--- config.mk ---
export PLATFORM = sky130hd
export DESIGN_NAME = ce_guard
export DESIGN_NICKNAME = d
export VERILOG_FILES = /design/src/rtl/ce_guard_pkg.sv /design/src/rtl/ce_guard_cnt.sv /design/src/rtl/ce_guard_fsm.sv /design/src/rtl/ce_guard_mux.sv /design/src/rtl/ce_guard.sv
export SDC_FILE = /design/constraint.sdc
export NUM_CORES = 1
export LEC_CHECK = 0
export BUFFER_PORTS_ARGS = -buffer_cell sky130_fd_sc_hd__buf_2
export CAP_MARGIN = 20
export CORE_AREA = 4 4 41 43
export CTS_CLUSTER_SIZE = 30
export DETAILED_ROUTE_END_ITERATION = 16
export DIE_AREA = 0 0 45 47
export PLACE_DENSITY = 0.68
export SLEW_MARGIN = 20
export SYNTH_ARGS = -nofsm -noshare
export SYNTH_HDL_FRONTEND = slang
export SYNTH_SLANG_ARGS = --single-unit
export TNS_END_PERCENT = 20
--- constraint.sdc ---
create_clock -name clk -period 2.5 [get_ports clk]
set_clock_uncertainty 0.1 [all_clocks]
set_input_delay 0.25 -clock clk [delete_from_list [all_inputs] [get_ports clk]]
set_output_delay 0.25 -clock clk [all_outputs]
set_load 0.02 [all_outputs]
--- src/rtl/ce_guard_pkg.sv ---
package ce_guard_pkg;
  typedef enum logic [1:0] {
    ST_OPEN  = 2'd0,
    ST_GRACE = 2'd1,
    ST_BLOCK = 2'd2,
    ST_REARM = 2'd3
  } gate_state_t;
endpackage

--- src/rtl/ce_guard_cnt.sv ---
module ce_guard_cnt #(
  parameter int LIMIT = 4
) (
  input  logic clk,
  input  logic rst_n,
  input  logic clr,
  input  logic en,
  output logic done
);
  localparam int W = (LIMIT < 2) ? 1 : $clog2(LIMIT + 1);
  localparam logic [W-1:0] LAST = W'(LIMIT - 1);

  logic [W-1:0] cnt;

  always_ff @(posedge clk or negedge rst_n) begin
    if (!rst_n)               cnt <= '0;
    else if (clr)             cnt <= '0;
    else if (en && cnt != LAST) cnt <= cnt + 1'b1;
  end

  assign done = (cnt == LAST);
endmodule

--- src/rtl/ce_guard_fsm.sv ---
module ce_guard_fsm
  import ce_guard_pkg::*;
#(
  parameter int GRACE_CYC = 4,
  parameter int BLOCK_CYC = 16
) (
  input  logic clk,
  input  logic rst_n,
  input  logic sup_rst,
  input  logic ce_in_n,
  output logic pass_en
);
  gate_state_t st, st_nxt;
  logic grace_done, block_done;

  ce_guard_cnt #(.LIMIT(GRACE_CYC)) u_grace (
    .clk(clk), .rst_n(rst_n),
    .clr(st != ST_GRACE), .en(st == ST_GRACE),
    .done(grace_done)
  );

  ce_guard_cnt #(.LIMIT(BLOCK_CYC)) u_block (
    .clk(clk), .rst_n(rst_n),
    .clr(st != ST_BLOCK), .en(st == ST_BLOCK),
    .done(block_done)
  );

  always_comb begin
    st_nxt = st;
    case (st)
      ST_OPEN:  if (sup_rst) st_nxt = ce_in_n ? ST_BLOCK : ST_GRACE;
      ST_GRACE: if (ce_in_n || grace_done) st_nxt = ST_BLOCK;
      ST_BLOCK: if (block_done) st_nxt = sup_rst ? ST_REARM : ST_OPEN;
      ST_REARM: if (!sup_rst) st_nxt = ST_OPEN;
      default:  st_nxt = ST_BLOCK;
    endcase
  end

  always_ff @(posedge clk or negedge rst_n) begin
    if (!rst_n) st <= ST_OPEN;
    else        st <= st_nxt;
  end

  // Pass while open (unless an idle enable meets reset) or during grace while still low.
  assign pass_en = ((st == ST_OPEN)  && !(sup_rst && ce_in_n)) ||
                   ((st == ST_GRACE) && !ce_in_n);

  // Run length of passing while reset is high; bounds the grace window.
  localparam int GW = $clog2(GRACE_CYC + 2);
  logic [GW-1:0] grace_run;
  always_ff @(posedge clk or negedge rst_n) begin
    if (!rst_n)                       grace_run <= '0;
    else if (!(pass_en && sup_rst))   grace_run <= '0;
    else if (grace_run != GW'(GRACE_CYC + 1)) grace_run <= grace_run + 1'b1;
  end

  assert_grace_bounded_R3: assert property (@(posedge clk) disable iff (!rst_n)
    (pass_en && sup_rst) |-> (grace_run <= GW'(GRACE_CYC)));

  assert_no_early_reopen_R7: assert property (@(posedge clk) disable iff (!rst_n)
    $rose(pass_en) |-> $past(!sup_rst));

  assert_blocked_state_closed_R4: assert property (@(posedge clk) disable iff (!rst_n)
    (st == ST_BLOCK || st == ST_REARM) |-> !pass_en);
endmodule

--- src/rtl/ce_guard_mux.sv ---
module ce_guard_mux (
  input  logic pass_en,
  input  logic ce_in_n,
  output logic ce_out_n,
  output logic drive_hi
);
  assign drive_hi = !pass_en;
  assign ce_out_n = pass_en ? ce_in_n : 1'b1;
endmodule

--- src/rtl/ce_guard.sv ---
module ce_guard #(
  parameter int GRACE_CYC       = 4,
  parameter int BLOCK_CYC       = 16,
  parameter int SUP_TIMEOUT_CYC = 20
) (
  input  logic clk,
  input  logic rst_n,
  input  logic sup_rst,
  input  logic ce_in_n,
  output logic ce_out_n,
  output logic pass_en,
  output logic drive_hi
);
  if (BLOCK_CYC >= SUP_TIMEOUT_CYC || BLOCK_CYC < 1 || GRACE_CYC < 1) begin : g_bad_cfg_R10
    $error("ce_guard: BLOCK_CYC must be below SUP_TIMEOUT_CYC and counts must be positive");
  end

  logic pass_w;

  ce_guard_fsm #(.GRACE_CYC(GRACE_CYC), .BLOCK_CYC(BLOCK_CYC)) u_fsm (
    .clk(clk), .rst_n(rst_n), .sup_rst(sup_rst),
    .ce_in_n(ce_in_n), .pass_en(pass_w)
  );

  ce_guard_mux u_mux (
    .pass_en(pass_w), .ce_in_n(ce_in_n),
    .ce_out_n(ce_out_n), .drive_hi(drive_hi)
  );

  assign pass_en = pass_w;

  // Consecutive closed cycles, saturating at BLOCK_CYC.
  localparam int CW = $clog2(BLOCK_CYC + 1);
  logic [CW-1:0] closed_run;
  always_ff @(posedge clk or negedge rst_n) begin
    if (!rst_n)                        closed_run <= '0;
    else if (pass_en)                  closed_run <= '0;
    else if (closed_run != CW'(BLOCK_CYC)) closed_run <= closed_run + 1'b1;
  end

  assert_min_block_R4: assert property (@(posedge clk) disable iff (!rst_n)
    $rose(pass_en) |-> (closed_run == CW'(BLOCK_CYC)));

  assert_pull_gives_high_R5: assert property (@(posedge clk) disable iff (!rst_n)
    drive_hi |-> ce_out_n);

  assert_pull_released_R6: assert property (@(posedge clk) disable iff (!rst_n)
    pass_en |-> !drive_hi);

  assert_follow_open_R1: assert property (@(posedge clk) disable iff (!rst_n)
    (pass_en && !sup_rst) |-> (ce_out_n == ce_in_n));
endmodule

==> results of run 1 <==
==> layout make-up <==
| cell class | count | area share (%) |
|---|---|---|
| Clock buffer | 3 | 3.78 |
| Inverter | 3 | 1.89 |
| Multi-Input combinational cell | 37 | 42.4 |
| Sequential cell | 10 | 42.0 |
| Tap cell | 15 | 3.15 |
| Timing Repair Buffer | 7 | 6.72 |
==> flip-flops by register name (all words and copies together) (netlist names) <==
register           flops
u_fsm.st               2
u_fsm.u_block.cnt      5
u_fsm.u_grace.cnt      3
==> stage by stage <==
step                total power, mW  std cells  area (µm²)
floorplan                     0.362         51         526
global placement              0.405         71         563
detailed placement            0.411         71         563
CTS                           0.519         75         596
global route                  0.556         75         596
finish                        0.510         75         596
==> layer usage <==
metal	track usage (%)	part of all wire, %	vias up
met3	1.53	3.8	0
li1	-	-	189
met1	12.5	51	162
met5	0	0	-
met2	14.1	45	5
met4	7.02	0	0
==> path summary, 6_finish.rpt <==
path	start	endpoint	slack (ns)
worst min-delay path	sup_rst	u_fsm.st[0]	0.17
worst max-delay path	u_fsm.u_block.cnt[0]	u_fsm.u_block.cnt[3]	0.79
max in group asynchronous	rst_n	u_fsm.u_block.cnt[4]	1.83
worst min register to register	u_fsm.u_block.cnt[4]	u_fsm.u_block.cnt[4]	0.41
min in group asynchronous	rst_n	u_fsm.st[0]	0.28
worst max register to register	u_fsm.u_block.cnt[0]	u_fsm.u_block.cnt[3]	0.79
==> cells by family after synthesis <==
family	synth area share, %
adders and majority gates	9.52
DFF	47.6
muxes	3.81
and+or+nand+nor	21.2
AOI/OAI and AO/OA	6.91
xor gates and xnor gates	6.67
buffers and inverters	4.29
==> synth_stat cells (all sizes together) <==
master	n
or2	2
inv	3
nor2	11
nand2b	2
nand2	1
xor2	3
and3	1
o2bb2ai	1
mux2i	2
a21oi	4
nor2b	1
dfrtp	10
nand4b	1
buf	1
nor3	2
xnor2	1
nor3b	1
ha	4
==> critical path, stage by stage (launching register included) <==
cell,delay (ns)
dfrtp_1,0.41
ha_1,0.22
and3_1,0.18
ha_1,0.27
nand4b_1,0.22
xor2_1,0.14
nor2_1,0.05
==> timing repair <==
action / 4_1_cts / 5_1_grt
setup endpoints to repair: 0 / 0
endpoints found under the hold margin: 10 / 0
hold buffers: 1 / 0
==> where the power goes <==
part / switching (mW) / total (mW) / internal (mW)
Combinational: 0.0911 / 0.165 / 0.0742
Clock: 0.0477 / 0.103 / 0.0552
Sequential: 0.0422 / 0.242 / 0.200
Total: 0.181 / 0.510 / 0.329
==> reports/qor.yml, run 1 <==
sta:
  grt_setup_unrepaired: "false"
  worstMarginPinSlew_ns: 0.270
  finalHoldViolations: 0
  fmax_mhz: 586
  period_share_pct: 68.3
  holdWs_ns: 0.173
  setup_viol: 0
  min_period_ns: 1.71
  tns_ns: 0
  drv_slew: 0
  slew-limit-headroom_pct: 82.0
  worst_slack_ns: 0.793
critical_path:
  cp.arrival_ns: 1.75
  path_max_fanout: 7
  worstRegToRegCells: 6
  end_kind: "flop"
  required_ns: 2.54
  crit_type: "flop to flop"
  critPathLaunchType: "flop"
global_route:
  grt_max_degree: 11
  grt_pass1_vias: 335
  grt.total_usage_pct: 9.53
  grt_overflow_total: 0
  grt_pass1_wl_mm: 1.44
  antenna_found_initial: 0
run_status:
  status: "finished clean"
routing:
  firstDrtPassIters: 4
  drt_wl_total_um: 784
  vias_per_cell: 4.75
  vias: 356
  ant_nets: 0
  wire_per_inst_um: 10.5
  drc: 0
  drt_iter0_drc: 7
job:
  cap_violations: 0
layout:
  areaGrowthSynthToFinish_pct: 13.3
  fillers: 128
  mostFrequentLayoutCell: "nor2_1"
  diodes: 0
  nets: 70
  multi_input_area_um2: 253
  regArea_um2: 250
  drive_gt1_share_pct: 20.0
  final_cell_mix: "nor2_1 (11), dfrtp_1 (10), buf_2 (6), ha_1 (4)"
  fin_util_pct: 45.8
synthesis:
  netlist_instances: 51
  ys_top_cells_by_area: "dfrtp_1 (48%), ha_1 (9.5%), nor2_1 (7.9%)"
  seq_area_frac_synth_pct: 47.6
  syn-num-nets: 59
  avgSynthCellArea_um2: 10.3
  yosys_warnings: 0
  ys_ff_latch: 10
  netlist.area_leader.share_pct: 47.6
  synth_top_cell_by_area: "dfrtp_1"
  netlist_area_um2: 526
  synth_cell_types: 20
power_and_ir_drop:
  total_leakage_power_nw: 0.290
  power.density_nw_per_um2: 857
  max-vdd-ir-drop_v: 0.000406
clocking:
  numCtsBuffers: 3
  clock_path_buffers: 2
  insertion_delay_ns: 0.25
  cts-root-buf: "clkbuf_4"
  htreeDepth: 1
  path_clk_slew_ns: 0.06
  ctsResizeCount: 0
  cts_setup_buffers: 0
  clock_sinks: 10
  cts_tree: "yes"
hold_path:
  hp-class: "input port to flop"
  hold_path_depth: 3
floorplan:
  ios: 7
  die_h_um: 47
  start_util_pct: 40.4
  num_rows: 13
  core_area_um2: 1300
  die_area_um2: 2120
  die_w_um: 45
placement:
  routabilityCongestion: 0.676
  place_ws_ns: 0.797
  portBuffers: 6
  hpwl_um: 584
(Power assumes the default switching activity.)
==> inputs of run 2 (changes only) <==
Settings changed: ABC_AREA set to 1, PLACE_DENSITY 0.68 to 0.71.
Clock period 2.5 ns to 1.8 ns, I/O delays scaled along.
==> run 2 against run 1 <==
Net effect: final cell count grew 32%; global-route usage grew 2.5 points; total power grew 79%; critical endpoint is now u_fsm.st[1].
==> reports/qor.yml, run 2 <==
clocking:
  clock_sinks: 10
  cts_tree: "yes"
  clock_path_buffers: 2
  htreeDepth: 1
  cts-root-buf: "clkbuf_4"
  numCtsBuffers: 3
  path_clk_slew_ns: 0.07
  insertion_delay_ns: 0.27
routing:
  wire_per_inst_um: 10.7
  drt_iter0_drc: 6
  vias: 499
  drc: 0
  ant_nets: 0
  firstDrtPassIters: 4
  vias_per_cell: 5.04
  drt_wl_total_mm: 1.06
layout:
  fillers: 127
  regMostFlops: "u_fsm.u_block.cnt"
  areaGrowthSynthToFinish_pct: 20.2
  mostFrequentLayoutCell: "nand2_1"
  nets: 93
  drive_gt1_share_pct: 20.2
  largest_reg_flops: 5
  diodes: 0
  final_cell_mix: "nand2_1 (21), dfrtp_1 (10), inv_1 (9)"
  multi_input_area_um2: 272
  regArea_um2: 250
  fin_cells: 99
  top_regs: "u_fsm.u_block.cnt: 5 flops, u_fsm.u_grace.cnt: 3 flops, u_fsm.st: 2 flops"
critical_path:
  path_cells: "ha_2 -> and3_1 -> ha_2 -> inv_2 -> nand3_2 -> nand2_1 -> clkinv_1 -> nand3_1 -> nand2_1"
  slowest_stage: "dfrtp_1"
  critPathLaunchType: "flop"
  required_ns: 1.86
  cp.arrival_ns: 1.73
  end_kind: "flop"
  crit_type: "flop to flop"
  path_max_fanout: 4
  critPathMaxStageDelay_ns: 0.41
synthesis:
  synth_top_cell_by_area: "dfrtp_1"
  avgSynthCellArea_um2: 7.73
  synthTopCellsByCount: "nand2_1 (21), dfrtp_1 (10), inv_1 (10)"
  syn-num-nets: 80
  seq_area_frac_synth_pct: 44.9
  netlist.area_leader.share_pct: 44.9
  synth-edff-count: 0
  synth_cell_types: 16
  yosys_warnings: 0
  synth.most_common_cell: "nand2_1"
  ys_top_cells_by_area: "dfrtp_1 (45%), nand2_1 (14%), ha_1 (9.0%)"
  netlist_instances: 72
  ys_ff_latch: 10
  synth_flop_cell: "dfrtp_1"
  ys_async_sr_fraction_pct: 100
  netlist_area_um2: 557
sta:
  tns_ns: 0
  grt_setup_unrepaired: "false"
  period_share_pct: 92.9
  min_period_ns: 1.67
  setup_viol: 0
  drv_slew: 0
  worstMarginPinSlew_ns: 0.239
  fmax_mhz: 598
  slew-limit-headroom_pct: 84.1
  finalHoldViolations: 0
  holdWs_ns: 0.188
power_and_ir_drop:
  total_leakage_power_nw: 0.355
  power.switching_mw: 0.376
  power.internal_mw: 0.537
  max-vdd-ir-drop_v: 0.000779
  clkPwrFrac_pct: 22.3
  swShare_pct: 41.2
  p_comb_share_pct: 41.0
  pwr-share-seq_pct: 36.7
  power.density_nw_per_um2: 1360
floorplan:
  start_util_pct: 42.8
  die_h_um: 47
  die_area_um2: 2120
  die_w_um: 45
  ios: 7
  core_area_um2: 1300
  num_rows: 13
global_route:
  antenna_found_initial: 0
  grt_pass1_wl_mm: 1.75
  grt_overflow_total: 0
  grt_max_degree: 11
  grt.total_usage_pct: 12.1
  grt_pass1_vias: 451
run_status:
  status: "finished clean"
job:
  cap_violations: 0
placement:
  portBuffers: 6
  routabilityCongestion: 0.819
  placedCellCount: 93
  hpwl_um: 824
hold_path:
  hp-class: "input port to async pin"
run 2: final timing paths:
check,startpoint,end,slack (ns),cells past startpoint
worst max register to register,u_fsm.u_block.cnt[1],u_fsm.st[1],0.13,9
worst min register to register,u_fsm.u_block.cnt[4],u_fsm.u_block.cnt[4],0.45,2
worst max-delay path,u_fsm.u_block.cnt[1],u_fsm.st[1],0.13,9
min in group clk,ce_in_n,u_fsm.st[1],0.19,5
worst min-delay path,rst_n,u_fsm.u_block.cnt[3],0.19,2
max in group asynchronous,rst_n,u_fsm.st[1],1.20,2
run 2: cells by family (layout without fill, tap and decap cells):
logic type / after synthesis / count (layout) / share of synthesized area (%)
adders and majority gates: 4 / 4 / 8.99
AOI/OAI and AO/OA: 8 / 8 / 7.86
DFF: 10 / 10 / 44.9
buffers and inverters: 12 / 24 / 8.09
and+or+nand+nor: 37 / 37 / 28.5
xor gates and xnor gates: 1 / 1 / 1.57
run 2: critical path, delay by kind of cell, from the launching register on:
kind                     cells  cell delay (ns)
buffers and inverters        2             0.16
adder cells (fa/ha/maj)      2             0.40
AND/OR/NAND/NOR              5             0.48
flip-flops                   1             0.41
run 2: per-layer routing:
metal | vias to the layer above | track usage [%] | part of all wire (%)
met5 | - | 0 | 0
met2 | 15 | 18.9 | 48
li1 | 253 | - | -
met4 | 0 | 5.26 | 2.0
met3 | 3 | 6.90 | 5.7
met1 | 228 | 13.4 | 44
run 2: power groups by stage:
| stage | Sequential (mW) | Combinational (mW) | Clock [mW] |
|---|---|---|---|
| final | 0.335 | 0.374 | 0.204 |
| after global routing | 0.343 | 0.422 | 0.227 |
| after CTS | 0.332 | 0.374 | 0.215 |
| after detailed placement | 0.336 | 0.354 | 0 |
| after global placement | 0.334 | 0.342 | 0 |
| after floorplan | 0.325 | 0.271 | 0 |
run 2: area by class of cell:
type	instances	area share [%]
Clock buffer	4	5.42
Inverter	12	6.73
Multi-Input combinational cell	50	40.6
Sequential cell	10	37.4
Tap cell	15	2.80
Timing Repair Buffer	8	7.10
run 2: what timing repair did:
item / in CTS / in global routing
cloned: 0 / 0
gates resized for setup: 1 / 3
hold buffers: 1 / 0
endpoints found under the setup margin: 2 / 3
pin swaps: 0 / 0
endpoints found under the hold margin: 10 / 0
buffers inserted: 1 / 0
run 2: per-stage QoR:
stage / utilization (%) / power [mW] / setup WS [ns] / cell area (µm²)
after floorplan: - / 0.597 / 0.197 / 557
after global placement: 46.5 / 0.676 / 0.0516 / 606
after detailed placement: 46.5 / 0.690 / 0.00405 / 606
after CTS: 51.1 / 0.922 / 0.0237 / 664
after global routing: 51.4 / 0.992 / 0.0151 / 669
final: 51.4 / 0.913 / 0.128 / 669
